`src/rtl/nfc_csr_pkg.sv`:
```
package nfc_csr_pkg;
  typedef enum logic [2:0] {
    A_CMD    = 3'd0,
    A_IFCFG  = 3'd1,
    A_TIMING = 3'd2,
    A_IMASK  = 3'd3,
    A_ISTAT  = 3'd4,
    A_KEY    = 3'd5,
    A_LIVE   = 3'd6,
    A_CE     = 3'd7
  } reg_addr_e;

  localparam logic [15:0] UNLOCK_KEY = 16'hA25E;
  localparam logic [31:0] CMD_RESET  = 32'h0000_00FF;
  localparam int unsigned NEV  = 6;
  localparam int unsigned LV_W = 7;

  // interrupt bit positions
  localparam int unsigned IB_WP    = 0;
  localparam int unsigned IB_ECC   = 1;
  localparam int unsigned IB_DERR  = 2;
  localparam int unsigned IB_DFAIL = 3;
  localparam int unsigned IB_CTL   = 4;
  localparam int unsigned IB_NAND  = 5;
endpackage

```
`src/rtl/nfc_csr_lock.sv`:
```
module nfc_csr_lock (
  input  logic clk_i,
  input  logic rst_ni,
  input  logic key_wr_i,
  input  logic key_ok_i,
  input  logic prot_wr_i,
  input  logic cmd_rst_i,
  output logic unlocked_o,
  output logic commit_o
);
  logic open_q;

  always_ff @(posedge clk_i or negedge rst_ni) begin
    if (!rst_ni)        open_q <= 1'b0;
    else if (cmd_rst_i) open_q <= 1'b0;
    else if (key_wr_i)  open_q <= key_ok_i;
    else if (prot_wr_i) open_q <= 1'b0;  // one write per unlock
  end

  assign unlocked_o = open_q;
  assign commit_o   = prot_wr_i & open_q;
endmodule

```
`src/rtl/nfc_csr_evt.sv`:
```
module nfc_csr_evt
  import nfc_csr_pkg::*;
(
  input  logic            clk_i,
  input  logic            rst_ni,
  input  logic            nand_rdy_i,
  input  logic            ctl_rdy_i,
  input  logic            ecc_done_i,
  input  logic            dec_err_i,
  input  logic            dec_fail_i,
  input  logic [1:0]      err_cnt_i,
  input  logic            wp_fault_i,
  input  logic            cmd_rst_i,
  output logic [NEV-1:0]  set_o,
  output logic [LV_W-1:0] live_o
);
  logic nand_prev_q, ctl_prev_q;
  logic ecc_v_q, err_v_q, fail_v_q;
  logic [1:0] cnt_q;

  // prev reset high: a level already high out of reset is not an edge
  always_ff @(posedge clk_i or negedge rst_ni) begin
    if (!rst_ni) begin
      nand_prev_q <= 1'b1;
      ctl_prev_q  <= 1'b1;
    end else begin
      nand_prev_q <= nand_rdy_i;
      ctl_prev_q  <= ctl_rdy_i;
    end
  end

  always_ff @(posedge clk_i or negedge rst_ni) begin
    if (!rst_ni) begin
      ecc_v_q  <= 1'b0;
      err_v_q  <= 1'b0;
      fail_v_q <= 1'b0;
      cnt_q    <= '0;
    end else if (cmd_rst_i) begin
      ecc_v_q  <= 1'b0;
      err_v_q  <= 1'b0;
      fail_v_q <= 1'b0;
      cnt_q    <= '0;
    end else if (ecc_done_i) begin
      ecc_v_q  <= 1'b1;
      err_v_q  <= dec_err_i;
      fail_v_q <= dec_fail_i;
      cnt_q    <= err_cnt_i;
    end
  end

  always_comb begin
    set_o           = '0;
    set_o[IB_WP]    = wp_fault_i;
    set_o[IB_ECC]   = ecc_done_i;
    set_o[IB_DERR]  = ecc_done_i & dec_err_i;
    set_o[IB_DFAIL] = ecc_done_i & dec_fail_i;
    set_o[IB_CTL]   = ctl_rdy_i & ~ctl_prev_q;
    set_o[IB_NAND]  = nand_rdy_i & ~nand_prev_q;
  end

  assign live_o = {fail_v_q, cnt_q, err_v_q, ecc_v_q, ctl_rdy_i, nand_rdy_i};
endmodule

```
`src/rtl/nfc_csr_irq.sv`:
```
module nfc_csr_irq #(
  parameter int unsigned N = 6
) (
  input  logic         clk_i,
  input  logic         rst_ni,
  input  logic [N-1:0] set_i,
  input  logic         stat_rd_i,
  input  logic         clr_all_i,
  input  logic         mask_wr_i,
  input  logic [N-1:0] mask_wdata_i,
  output logic [N-1:0] stat_o,
  output logic [N-1:0] mask_o,
  output logic         irq_o
);
  logic [N-1:0] mask_q;

  for (genvar b = 0; b < N; b++) begin : g_bit
    logic st_q;
    always_ff @(posedge clk_i or negedge rst_ni) begin
      if (!rst_ni)        st_q <= 1'b0;
      else if (clr_all_i) st_q <= 1'b0;
      else                st_q <= (st_q & ~stat_rd_i) | set_i[b];  // same-cycle event survives
    end
    assign stat_o[b] = st_q;
  end

  always_ff @(posedge clk_i or negedge rst_ni) begin
    if (!rst_ni)        mask_q <= '0;
    else if (mask_wr_i) mask_q <= mask_wdata_i;
  end

  assign mask_o = mask_q;
  assign irq_o  = |(stat_o & mask_q);
endmodule

```
`src/rtl/nfc_csr.sv`:
```
module nfc_csr
  import nfc_csr_pkg::*;
#(
  parameter int unsigned DW    = 32,
  parameter int unsigned CFG_W = 4,
  parameter int unsigned TIM_W = 27
) (
  input  logic             clk_i,
  input  logic             rst_ni,
  input  logic             req_i,
  input  logic             we_i,
  input  logic [2:0]       addr_i,
  input  logic [DW-1:0]    wdata_i,
  output logic [DW-1:0]    rdata_o,
  input  logic             nand_rdy_i,
  input  logic             ctl_rdy_i,
  input  logic             ecc_done_i,
  input  logic             dec_err_i,
  input  logic             dec_fail_i,
  input  logic [1:0]       err_cnt_i,
  input  logic             wp_fault_i,
  output logic [CFG_W-1:0] cfg_o,
  output logic [TIM_W-1:0] timing_o,
  output logic             ce_normal_o,
  output logic             irq_o
);
  reg_addr_e addr;
  logic wr, rd, cmd_rst, key_wr, key_ok, prot_wr, commit, unlocked;
  logic [NEV-1:0]  ev_set, stat, mask;
  logic [LV_W-1:0] live;
  logic [CFG_W-1:0] cfg_q;
  logic [TIM_W-1:0] tim_q;
  logic ce_q;
  logic [DW-1:0] rmux, rdata_q;

  assign addr    = reg_addr_e'(addr_i);
  assign wr      = req_i & we_i;
  assign rd      = req_i & ~we_i;
  assign cmd_rst = wr && addr == A_CMD && wdata_i == DW'(CMD_RESET);
  assign key_wr  = wr && addr == A_KEY;
  assign key_ok  = wdata_i[15:0] == UNLOCK_KEY;
  assign prot_wr = wr && (addr == A_IFCFG || addr == A_TIMING);

  nfc_csr_lock u_lock (
    .clk_i, .rst_ni,
    .key_wr_i  (key_wr),
    .key_ok_i  (key_ok),
    .prot_wr_i (prot_wr),
    .cmd_rst_i (cmd_rst),
    .unlocked_o(unlocked),
    .commit_o  (commit)
  );

  nfc_csr_evt u_evt (
    .clk_i, .rst_ni,
    .nand_rdy_i, .ctl_rdy_i, .ecc_done_i, .dec_err_i, .dec_fail_i,
    .err_cnt_i, .wp_fault_i,
    .cmd_rst_i(cmd_rst),
    .set_o    (ev_set),
    .live_o   (live)
  );

  nfc_csr_irq #(.N(NEV)) u_irq (
    .clk_i, .rst_ni,
    .set_i       (ev_set),
    .stat_rd_i   (rd && addr == A_ISTAT),
    .clr_all_i   (cmd_rst),
    .mask_wr_i   (wr && addr == A_IMASK),
    .mask_wdata_i(wdata_i[NEV-1:0]),
    .stat_o      (stat),
    .mask_o      (mask),
    .irq_o       (irq_o)
  );

  always_ff @(posedge clk_i or negedge rst_ni) begin
    if (!rst_ni) begin
      cfg_q <= '0;
      tim_q <= '0;
      ce_q  <= 1'b0;
    end else begin
      if (commit && addr == A_IFCFG)  cfg_q <= wdata_i[CFG_W-1:0];
      if (commit && addr == A_TIMING) tim_q <= wdata_i[TIM_W-1:0];
      if (wr && addr == A_CE)         ce_q  <= wdata_i[0];
    end
  end

  always_comb begin
    unique case (addr)
      A_IFCFG:  rmux = DW'(cfg_q);
      A_TIMING: rmux = DW'(tim_q);
      A_IMASK:  rmux = DW'(mask);
      A_ISTAT:  rmux = DW'(stat);
      A_KEY:    rmux = DW'(unlocked);
      A_LIVE:   rmux = DW'(live);
      A_CE:     rmux = DW'(ce_q);
      default:  rmux = '0;
    endcase
  end

  always_ff @(posedge clk_i or negedge rst_ni) begin
    if (!rst_ni) rdata_q <= '0;
    else if (rd) rdata_q <= rmux;
  end

  assign rdata_o     = rdata_q;
  assign cfg_o       = cfg_q;
  assign timing_o    = tim_q;
  assign ce_normal_o = ce_q;
endmodule

```
`config.mk`:
```
export PLATFORM = sky130hd
export DESIGN_NAME = nfc_csr
export DESIGN_NICKNAME = d
export VERILOG_FILES = /design/src/rtl/nfc_csr_pkg.sv /design/src/rtl/nfc_csr_lock.sv /design/src/rtl/nfc_csr_evt.sv /design/src/rtl/nfc_csr_irq.sv /design/src/rtl/nfc_csr.sv
export SDC_FILE = /design/constraint.sdc
export NUM_CORES = 1
export LEC_CHECK = 0
export BUFFER_PORTS_ARGS = -buffer_cell sky130_fd_sc_hd__buf_2
export CAP_MARGIN = 40
export CORE_ASPECT_RATIO = 0.6
export CORE_MARGIN = 4
export CORE_UTILIZATION = 41
export DETAILED_ROUTE_END_ITERATION = 8
export PLACE_DENSITY = 0.66
export SLEW_MARGIN = 20
export SYNTH_ARGS = -nofsm -noshare
export SYNTH_HDL_FRONTEND = slang
export SYNTH_HIERARCHICAL = 1
export SYNTH_SLANG_ARGS = --single-unit
```
`constraint.sdc`:
```
create_clock -name clk_i -period 2.01 [get_ports clk_i]
set_input_delay 0.402 -clock clk_i [delete_from_list [all_inputs] [get_ports clk_i]]
set_output_delay 0.402 -clock clk_i [all_outputs]
set_load 0.02 [all_outputs]
```
After elaboration in Yosys (flattened, before gate mapping)

Cells that the tools add are included.
W data, S select, Z words.

Equal/unequal tests: 9
Mux-type cells: 18
Bitwise operators: 24
Reduce and logical (&&, ||, !) cells: 14

Operators with widths:

| cell                   | number |
|---|---|
| $pmux W27 S7           | 1 |
| $eq A32 B8 Y1 const B  | 1 |
| $eq A16 B16 Y1 const B | 1 |
| $mux W1                | 15 |
| $and A1 B1 Y1          | 13 |
| $eq A3 B3 Y1 const B   | 4 |
| $logic_and A1 B1 Y1    | 9 |
| $and A6 B6 Y6          | 1 |
| $eq A3 B2 Y1 const B   | 2 |
| $or A1 B1 Y1           | 6 |
| $reduce_or A6 Y1       | 1 |
| $mux W2                | 2 |
| $not A1 Y1             | 4 |
| $eq A3 B1 Y1 const B   | 1 |
| $logic_not A3 Y1       | 1 |
| $reduce_bool A3 Y1     | 1 |
| $reduce_bool A2 Y1     | 1 |
| $logic_or A1 B1 Y1     | 1 |

Flip-flop bits (word level): 84
Input bits: 47
Output and inout bits: 65
Word-level logic and storage cells: 83

Logic depth before layout (Yosys ltp)

Gate-level depths: netlist (run 1).

Depth after elaboration: 7
Gate-level depth with buffers: 9
Gate-level depth less buffers: 6

Modules after synthesis

The synthesis (run 1) kept the hierarchy.

Modules (own cells, without submodules):

| module       | times used | cells an instance | area an instance (um^2) | seq. area each (um^2) |
|---|---|---|---|---|
| nfc_csr      | 1          | 201               | 2633.8                  | 1476.4 |
| nfc_csr_irq  | 1          | 47                | 564.3                   | 300.3 |
| nfc_csr_evt  | 1          | 29                | 331.6                   | 177.7 |
| nfc_csr_lock | 1          | 5                 | 50.0                    | 25.0 |

Least setup slack after synthesis (run 1)

No wires, ideal clock.

Path type: input port to flip-flop
Start: input addr_i[0]
End: register tim_q[0] (netlist: timing_o[0])
Data arrival time: 2224 ps
Required time: 1885 ps
Setup slack: -339 ps
Stages on the path: 9
Buffers on the path: 4
Cells stage by stage: clkbuf_1 buf_2 xnor2_1 nor3_1 and2_2 nor3b_1 buf_2 buf_2 mux2_2

Longest elaborated chain between the ends: 5

Ends and longest elaborated chain:

| what                                         | line               | RTL |
|---|---|---|
| start, declared                              | nfc_csr.sv:12      | `input logic [2:0] addr_i,` |
| $eq A3 B1 Y1 or $eq A3 B2 Y1 (tied branches) | nfc_csr.sv:42      | `assign prot_wr = wr && (addr == A_IFCFG \|\| addr == A_TIMING);` |
| $logic_or A1 B1 Y1 *                         | nfc_csr.sv:42      |  |
| $logic_and A1 B1 Y1 *                        | nfc_csr.sv:42      |  |
| named net prot_wr                            | nfc_csr.sv:28      | `logic wr, rd, cmd_rst, key_wr, key_ok, prot_wr, commit, unlocked;` |
| $and A1 B1 Y1 *                              | nfc_csr_lock.sv:21 | `assign commit_o = prot_wr_i & open_q;` |
| named net commit                             | nfc_csr.sv:28      |  |
| $logic_and A1 B1 Y1 *                        | nfc_csr.sv:82      | `if (commit && addr == A_TIMING) tim_q <= wdata_i[TIM_W-1:0];` |
| end signal, assigned                         | nfc_csr.sv:82      |  |
| end, declared                                | nfc_csr.sv:32      | `logic [TIM_W-1:0] tim_q;` |

Mark *: on every way through the listed nets, which the timed path passes. The rest lies on a longest branch.
A chain may end at the register's enable or synchronous reset.

Worst setup path after layout (run 1)

Start: input wdata_i[8]
End: register u_lock.open_q (netlist: u_lock/unlocked_o)

Longest elaborated chain between the ends: 3

Ends and longest elaborated chain:

| what                                                           | line               | RTL |
|---|---|---|
| start, declared                                                | nfc_csr.sv:13      | `input logic [DW-1:0] wdata_i,` |
| $eq A32 B8 Y1 *                                                | nfc_csr.sv:39      | `assign cmd_rst = wr && addr == A_CMD && wdata_i == DW'(CMD_RESET);` |
| $logic_and A1 B1 Y1 *                                          | nfc_csr.sv:39      |  |
| named net cmd_rst                                              | nfc_csr.sv:28      |  |
| $reduce_bool A3 Y1 (no source line) or $mux W1 (tied branches) | n/a                |  |
| end signal, assigned                                           | nfc_csr_lock.sv:16 | `else if (key_wr_i) open_q <= key_ok_i;` |
| end, declared                                                  | nfc_csr_lock.sv:11 | `logic open_q;` |

Marked as above.

==> results of run 1 <==
==> kinds of logic after synthesis <==
group,count (synthesis)
other,1
flip-flops,79
XOR/XNOR,1
AO/OA/AOI/OAI,48
buffers and inverters,40
AND/OR/NAND/NOR,60
multiplexers,53
==> routing by layer <==
metal / global-route usage [%] / wire length, um / vias up
li1: - / - / 1206
met2: 26.9 / 3830 / 100
met3: 7.04 / 913 / 13
met5: 0 / 0 / -
met1: 27.6 / 4450 / 1293
met4: 5.45 / 139 / 0
==> cell type report <==
| type | instances | area, sq um |
|---|---|---|
| inverters | 7 | 26.3 |
| well taps | 112 | 140 |
| repair buffers | 121 | 673 |
| clock buffers | 12 | 246 |
| fillers | 756 | 3950 |
| flip-flops and latches | 79 | 1980 |
| multi-input cells | 167 | 1430 |
| clock inverters | 4 | 45.0 |
==> metrics by stage <==
step	util, %	power (mW)	worst slack [ns]	std cells
after floorplan	-	1.97	-0.0563	286
after global placement	49.9	2.12	-0.219	485
after detailed placement	49.9	2.13	-0.260	485
after CTS	53.5	3.76	0.0916	502
after global routing	53.5	3.86	0.0447	502
final	53.5	3.70	0.0672	502
==> cell usage in the layout, fill, tap and decap left out, drive strengths merged, types with 2 or more instances in the layout <==
cell type and instances:
nor2 9, nor4 5, mux2 45, clkbuf 12, a2bb2oi 2, nand2b 8, nor3b 2, nand4 2
a22o 20, or4 3, a32oi 2, nand3 2, nor3 4, inv 7, dfstp 2, buf 120
and2 3, mux2i 7, o21ai 5, clkinv 3, conb 5, or2 2, nor2b 7, a22oi 9
nand2 7, a21oi 7, dfrtp 77
==> worst min-delay path by stage <==
stage,start,endpoint,cells after the start,slack (ns)
4_1_cts,ctl_rdy_i,u_evt/ctl_prev_q,1,0.17
3_3_place_gp,rst_ni,u_evt/err_v_q,1,0.36
5_1_grt,ctl_rdy_i,u_evt/ctl_prev_q,1,0.17
2_1_floorplan,rst_ni,ce_normal_o,0,0.11
6_report,ctl_rdy_i,u_evt/ctl_prev_q,1,0.18
3_5_place_dp,rst_ni,u_evt/err_v_q,1,0.36
==> what timing repair did <==
item                                    4_1_cts  5_1_grt
endpoints found under the setup margin        0        0
hold buffers                                  1        0
hold endpoints to repair                      1        0
==> power by group through the flow <==
stage               logic [mW]  registers, mW  clock network [mW]
detailed placement       0.387           1.74                   0
global placement         0.377           1.74                   0
global route             0.426           1.72                1.71
floorplan                0.226           1.75                   0
finish                   0.387           1.72                1.60
CTS                      0.391           1.72                1.65
==> flip-flops by register name, summed over array words and instances (netlist names), 2 cells and up <==
| register | cells |
|---|---|
| cfg_o | 4 |
| rdata_o | 27 |
| timing_o | 27 |
| u_evt/cnt_q | 2 |
| u_irq/g_bit.st_q | 6 |
| u_irq/mask_o | 6 |
==> results list, run 1 <==
- The worst pin sits at a relative slew slack of ~58%.
* Count of unresolved DRC violations after routing: 0
- Across every metal layer, demand over resource in global routing totals approximately a fifth.
* Family with the most delay on the worst path: simple AND/OR/NAND/NOR gates
- Together, buffers and inverters on the worst path number 2.
* Static leakage: 2.37 nW
* Post-DR wirelength/cell: around 19 um
- Final Skew: roughly 0.0041 ns
- Ant diodes: 0
- The clock tree synthesis step divided the H-tree into 3 levels.
- Post-detailed-placement cell area: 0.00424 sq mm
* FFs w/ async S/R, synth: 100%
* Core area: around 0.0085 sq mm
- Die footprint: 0.0103 sq mm
* Via count of the first global-routing pass: 2,749
- The later pin in the worst-skew pair is clocked with a latency of about 0.33 ns.
- Maximum number of pins on one net before global-route repair: 51
- After synthesis the netlist holds a flip-flop and latch count of 79.
* Portion of total power attributed to sequential cells: around 46%
- Internal power contribution: between 2 and 3 mW
- Synthesized-area fraction occupied by xor and xnor cells: less than 1%
* Cell Chain, Critical Path: buf_2 > or4b_1 > or4_4 > nor4_4 > buf_4 > a21oi_1
* Clock power frac: 43.2%
* Post-Route WL: 9.33 mm
- Across the VDD grid, the largest voltage drop is 416 uV.
- Maximum single-stage delay on the critical path: 0.59 ns
- The first TritonRoute pass finished after 5 iterations.
- The clock period could shrink to between 1.5 and 2 ns.
- Antenna violations before repair: 0
- Post-DR vias/cell: 5.20
* Wire length of the first global-routing pass: 14.9 mm
- Clock buffer count from CTS: 9
* Combinational family with the most area after synthesis: multiplexers
* Status: finished clean
- Ranking of synthesized cells by instance count: dfrtp_1 (77), mux2_2 (38), a22o_1 (20), buf_4 (18)
- In this run, synthesis inferred 0 flip-flops with an integrated enable.
- Relative to the synthesized area, the layout overhead comes to 26.8%.
- By area the synthesized netlist is led by dfrtp_1 (54%), mux2_2 (12%), a22o_1 (4.9%).
* Cells on worst reg2reg path: 4
- Derived from the worst setup path, the maximum achievable clock frequency is 0.515 GHz.
- Most common flop cell mapped by yosys: dfrtp_1
- The final number of max-transition violations is 0.
* Count of vias placed by the detailed router: approximately 2,600
* Gr ovfl total: 0
- The analysis attributes to net switching a power of around 0.9 mW.
* Share of layout cells above drive strength 1: between 40% and 50%
* Capturing element of the worst setup path: u_lock/unlocked_o
- Weighted congestion reported at the end of routability-driven placement: slightly below 0.8
* Number of setup buffers added after CTS: 0
- The worst register-to-register path begins at u_lock/unlocked_o.
- Number of cell rows: 26
* CP Launch Type: input pin
* Count of clock tree sinks: 79
* Crit end category: register
- Summing the areas of all fa, ha and maj instances in the mapped netlist gives 0% of the synthesized area.
* Yosys cell types: 44
* CTS tree: built
* Part of the power in combinational logic: a little over a tenth
* Chip width: approximately 130 um
* RSZ-0062 raised after global routing: false
- Sequential cell area fraction in the yosys report: a little under three fifths
- The initial utilization of the core area, before any placement, comes to 42.2%.
- On the critical path, the stage with the largest delay is an instance of or4b_1.
* Synth warn: 6
* Synth Area in Compound Gates: between 10% and 20%
- After the first detailed-routing iteration, the DRC count stood at 189.
- Summed over all nets, the half-perimeter wirelength after detailed placement is approximately 6.9 mm.
- Worst hold path class: in2reg
- Max-Cap Viols: 0
- Setup violations remaining at the end of the flow were counted as 0.
- In this run the register-to-register setup slack is about 0.51 ns.
- Port Buffers: approximately 110
* Power per cell area: 816 mW/mm^2
- After clock tree synthesis, the clock-pin slew on the worst setup and hold paths is roughly 0.060 ns.
- FF-to-FF End: timing_o[6]
- Net count reported at finish: 432
* Post-route ant nets: 0
* Area share of the largest cell type after synthesis: between 50% and 60%
* Clock root cell: clkbuf_16
- Of the available clock period, the critical path in the final layout requires about 97%.
* First element of the critical path: wdata_i[8]
- Crit-path max FO: 12
- Final non-filler cell area: around 0.0045 sq mm
* Syn_area_per_cell: ~13 sq um
- Measured against the total synthesized area, the mux share comes to approximately 17%.
* Number of logic stages on the critical path including buffering: 6
- Required time of the critical path: about 2.2 ns
- Switching part of the total: 23.8%
- Number of ports placed on the die boundary: 112
* Post-Route Setup TNS: 0 ns
- The longest clock path from root to sink contains 2 buffers.
- Synthesized cell area: between 0.003 and 0.004 sq mm
- Data arrives at the worst endpoint at approximately 2.2 ns.
- Final hold slack: roughly 0.18 ns
- Simple-gate share of the synthesized area: around 10%
- Y dimension of the die: approximately 80 um
- Critical path type: in2reg
* Dominant cell type by area after synthesis: dfrtp_1
* Endpoints failing hold: 0
- At the pin with the least slew margin, the transition time is about 0.63 ns.
* Post-cts repair resize count: 0
- Yosys instantiated no cell more often than dfrtp_1.
- Cell count after synthesis: about 280
(Power assumes the default switching activity.)
==> inputs of run 2 (changes only) <==
--- a/config.mk
+++ b/config.mk
@@ -5,13 +5,15 @@
 export SDC_FILE = /design/constraint.sdc
 export NUM_CORES = 1
 export LEC_CHECK = 0
+export ABC_AREA = 1
 export BUFFER_PORTS_ARGS = -buffer_cell sky130_fd_sc_hd__buf_2
 export CAP_MARGIN = 40
 export CORE_ASPECT_RATIO = 0.6
 export CORE_MARGIN = 4
 export CORE_UTILIZATION = 41
 export DETAILED_ROUTE_END_ITERATION = 8
-export PLACE_DENSITY = 0.66
+export PLACE_DENSITY = 0.65
+export SKIP_LAST_GASP = 1
 export SLEW_MARGIN = 20
 export SYNTH_ARGS = -nofsm -noshare
 export SYNTH_HDL_FRONTEND = slang
==> run 2 against run 1 <==
Design area grew 5.1%; via count increased by 28%; critical path depth fell by 1; routed wire length increased by 9.8%; die area grew 8.2%; total power decreased by 0.62%; worst setup slack better by 0.29 ns; sequential cell count did not move; clock-buffer cell count decreased by 3; clock skew grew 0.0016 ns; largest power group unchanged.
==> results list, run 2 <==
* Number of setup buffers added after CTS: 0 (unchanged)
- Area share of the largest cell type after synthesis: 49.4% (-4.4 points)
* Yosys cell types: 28 (-36%)
* RSZ-0062 raised after global routing: false
- CTS Hold Buffers Added: 0 (-1)
* Weighted congestion reported at the end of routability-driven placement: 0.869 (+9.7%)
* GR Layer Usage met1: 28.1% (+0.48 points)
- Antenna violations before repair: 0 (unchanged)
* Post-route fraction of the period consumed by the critical path: 82.5% (-14 points)
* Most used standard cell by instance count after synthesis: nand2_1
- The number of H-tree levels came to 3 (unchanged).
* Effective utilization at floorplan: 42.3% (+0.14 points)
- Net count reported at finish: 616 (+43%)
- Synthesized cell area: 0.00390 sq mm (+9.0%)
* 1st-iter DRT viols: 262 (+39%)
- GR Util met2: 26.5% (-0.37 points)
- Ranking of synthesized cells by instance count: nand2_1 (141), dfrtp_1 (77), inv_1 (53), nor2_1 (38), o21ai_0 (29)
- The post-route minimum period was 1.66 ns (-0.285 ns).
- Post-Route WL: 10.2 mm (+9.8%)
- The tightest min-delay check is of the in2async type.
- Core occupancy in the finished layout: 51.8% (-1.7 points)
* Net switching power: 0.943 mW (+6.8%)
* Number of buffers on the longest clock path: 2 (unchanged)
* Cell count after synthesis: 469 (+66%)
- Global-route usage over all layers: 19.1% (-0.078 points)
- Max-Cap Viols: 0 (unchanged)
- The width of the die is 134 um (+4.1%).
- Biggest area contributors in the synthesized netlist: dfrtp_1 (49%), nand2_1 (14%), o21ai_2 (5.2%)
* FFs w/ async S/R, synth: 100% (unchanged)
* Critical path type: reg2out
- The synthesis warning total was 6 (unchanged).
* Count of unresolved DRC violations after routing: 0 (unchanged)
* Static leakage: 2.57 nW (+8.5%)
* Count of vias placed by the detailed router: 3,344 (+28%)
- Crit end category: primary output
* Post-route ant nets: 0 (unchanged)
- The global routing stage identified its most utilized layer as met1.
* Final count of pins violating max slew: 0 (unchanged)
* Half-perimeter wire length after detailed placement: 7.87 mm (+14%)
- Dominant cell type by area after synthesis: dfrtp_1
- The fraction of power consumed by combinational cells came to 10.8% (+0.3 points).
- The worst setup path is launched from a register.
* Endpoints failing hold: 0 (unchanged)
* Share of layout cells above drive strength 1: 29.8% (-19 points)
* Mux cell area share after synthesis: 0% (-17 points)
* CTS tree: built
- The met3 demand-to-capacity share in global routing came to 6.63% (-0.42 points).
* Status: finished clean
- The largest individual stage delay along the critical path comes from the cell dfrtp_1.
- The required time of the worst setup path is 1.61 ns (-0.61 ns).
- Number of enable-type register cells in the synthesized netlist: 0 (unchanged)
- Most common flop cell mapped by yosys: dfrtp_1
- Synthesized-area fraction occupied by xor and xnor cells: 0% (-0.24 points)
- Synth Area in Compound Gates: 10.6% (+0.45 points)
* Port Buffers: 106 (unchanged)
- The register bit count reported by yosys is 79 (unchanged).
- Combinational family with the most area after synthesis: simple AND/OR/NAND/NOR gates
- Via count of the first global-routing pass: 3,198 (+16%)
- Wire length of the first global-routing pass: 16.7 mm (+12%)
- Final Skew: 0.00561 ns (+0.00156 ns)
* Internal power contribution: 2.74 mW (-2.9%)
- The clock-pin slew reported for the worst setup and hold paths after clock tree synthesis was 0.06 ns (about the same).
* Highest clock frequency the design can meet: 0.603 GHz (+17%)
- The root buffer cell chosen for the clock tree is clkbuf_16.
- Y dimension of the die: 83.6 um (+4.0%)
* Synthesized-area fraction occupied by adder cells: 0% (unchanged)
* Number of cell rows: 27 (+3.8%)
- Post-DR wirelength/cell: 14.6 um (-22%)
* Die footprint: 0.0112 sq mm (+8.2%)
- Most frequent cells in the layout: nand2_1 (141), buf_2 (105), dfrtp_1 (77)
- Most frequent standard cell in the layout excluding fill and tap cells: nand2_1
- The total clock sinks came to 79 (unchanged).
* Most repeated library cell on the critical path: nand2_1
- Crit path DAT: 1.26 ns (-0.90 ns)
- Clock power frac: 42.8% (-0.4 points)
* Maximum number of pins on one net before global-route repair: 38 (-25%)
- The detailed-routing iteration count for the pre-antenna-repair pass was 5 (unchanged).
- The number of setup violations in the final report came to 0 (unchanged).
- Syn_area_per_cell: 8.32 sq um (-34%)
- Growth of design area from synthesis to finish: 22.4%
- The area of the placeable core is 0.00922 sq mm (+8.6%).
- The setup TNS after final layout is 0 ns (unchanged).
- Clock latency reported for the late side of the worst-skew pair: 0.33 ns (about the same)
- The maximum ir drop on the vdd rail came to 436 uV (+4.8%).
* Simple-gate share of the synthesized area: 25.8% (+16 points)
- Flop-to-flop setup slack: 0.83 ns (+0.32 ns)
- The switching power share of the total came to 25.6% (+1.8 points).
* Portion of total power attributed to sequential cells: 46.4% (about the same)
- Power per cell area: 771 mW/mm^2 (-5.5%)
* Ant diodes: 0 (unchanged)
- Post-cts repair resize count: 0 (unchanged)
- The peak fanout along the critical path was 3 (-9).
- The global-route congestion overflow total is 0 (unchanged).
- Post-DR vias/cell: 4.76 (-8.6%)
- Sequential cell area fraction in the yosys report: 50.7% (-4.6 points)
* Family with the most delay on the worst path: flip-flops
* Number of ports placed on the die boundary: 112 (unchanged)
- The number of buffers created by CTS is 9 (unchanged).
* Cell Chain, Critical Path: nand2_1 > nand2_1 > nor2_1 > nand2_1 > buf_2
* Maximum single-stage delay on the critical path: 0.41 ns (-0.18 ns)
* Worst Path Buf+Inv: 1 (-1)
## run 2: changes by cell type in the layout (fill, tap and decap cells not counted), moves of 8 or more
cell      delta
o21ai_2     +23
a22oi_1      -9
nor2_1      +29
nand3_1     +22
nand2b_1     -8
mux2_2      -34
a22o_1      -20
o21ai_0     +24
mux2_4      -10
nand4_1     +18
inv_1       +46
nand2_1    +134
## run 2: worst paths after layout
path | start | end | cells past startpoint
setup / recovery | u_irq/mask_o[4] | irq_o | 5
setup reg to reg | u_lock/unlocked_o | timing_o[4] | 6
min in group clk_i | nand_rdy_i | u_evt/nand_prev_q | 1
max in group asynchronous | rst_ni | u_evt/nand_prev_q | 2
hold reg to reg | rdata_o[3] | rdata_o[3] | 2
hold / removal | rst_ni | rdata_o[2] | 1
## run 2: metrics by stage
| stage | worst slack, ns | area, sq um | power [mW] | std cells | hold WS (ns) |
|---|---|---|---|---|---|
| 2_1_floorplan | 0.248 | 3920 | 1.97 | 473 | 0.106 |
| 5_1_grt | 0.243 | 4770 | 3.86 | 703 | 0.0592 |
| 4_1_cts | 0.343 | 4770 | 3.72 | 703 | 0.0381 |
| 3_3_place_gp | 0.240 | 4490 | 2.13 | 688 | 0.396 |
| 6_report | 0.352 | 4770 | 3.68 | 703 | 0.0285 |
| 3_5_place_dp | 0.195 | 4490 | 2.13 | 688 | 0.395 |
## run 2: cells by family (layout without fill, tap and decap cells)
kind of cell	after synthesis	count (layout)
DFF	79	79
other	1	5
and+or+nand+nor	232	232
AOI/OAI and AO/OA	64	64
buffers and inverters	93	193
## run 2: per-layer routing
layer	wire length [um]	up-vias
met3	814	11
met1	5200	1556
li1	-	1659
met5	0	-
met2	4120	118
met4	110	0
## run 2: worst register-to-register path, cell delays in order, from the launching register on
cell and delay, ns:
dfrtp_1 0.38, nand2_1 0.06, inv_1 0.16, nand2_4 0.10, buf_12 0.17, nor2_1 0.16, a21oi_2 0.04
## run 2: layout make-up
type                    instances  area (sq um)
fillers                       882          4450
flip-flops and latches         79          1980
multi-input cells             301          1440
repair buffers                121           683
clock buffers                   9           225
inverters                      57           221
well taps                     130           163
clock inverters                 6          62.6
## run 2: power groups by stage
stage	Clock (mW)	Sequential (mW)	Combinational, mW
after floorplan	0	1.75	0.225
after global placement	0	1.73	0.390
after detailed placement	0	1.74	0.399
after CTS	1.61	1.71	0.401
after global routing	1.69	1.72	0.447
final	1.58	1.71	0.398
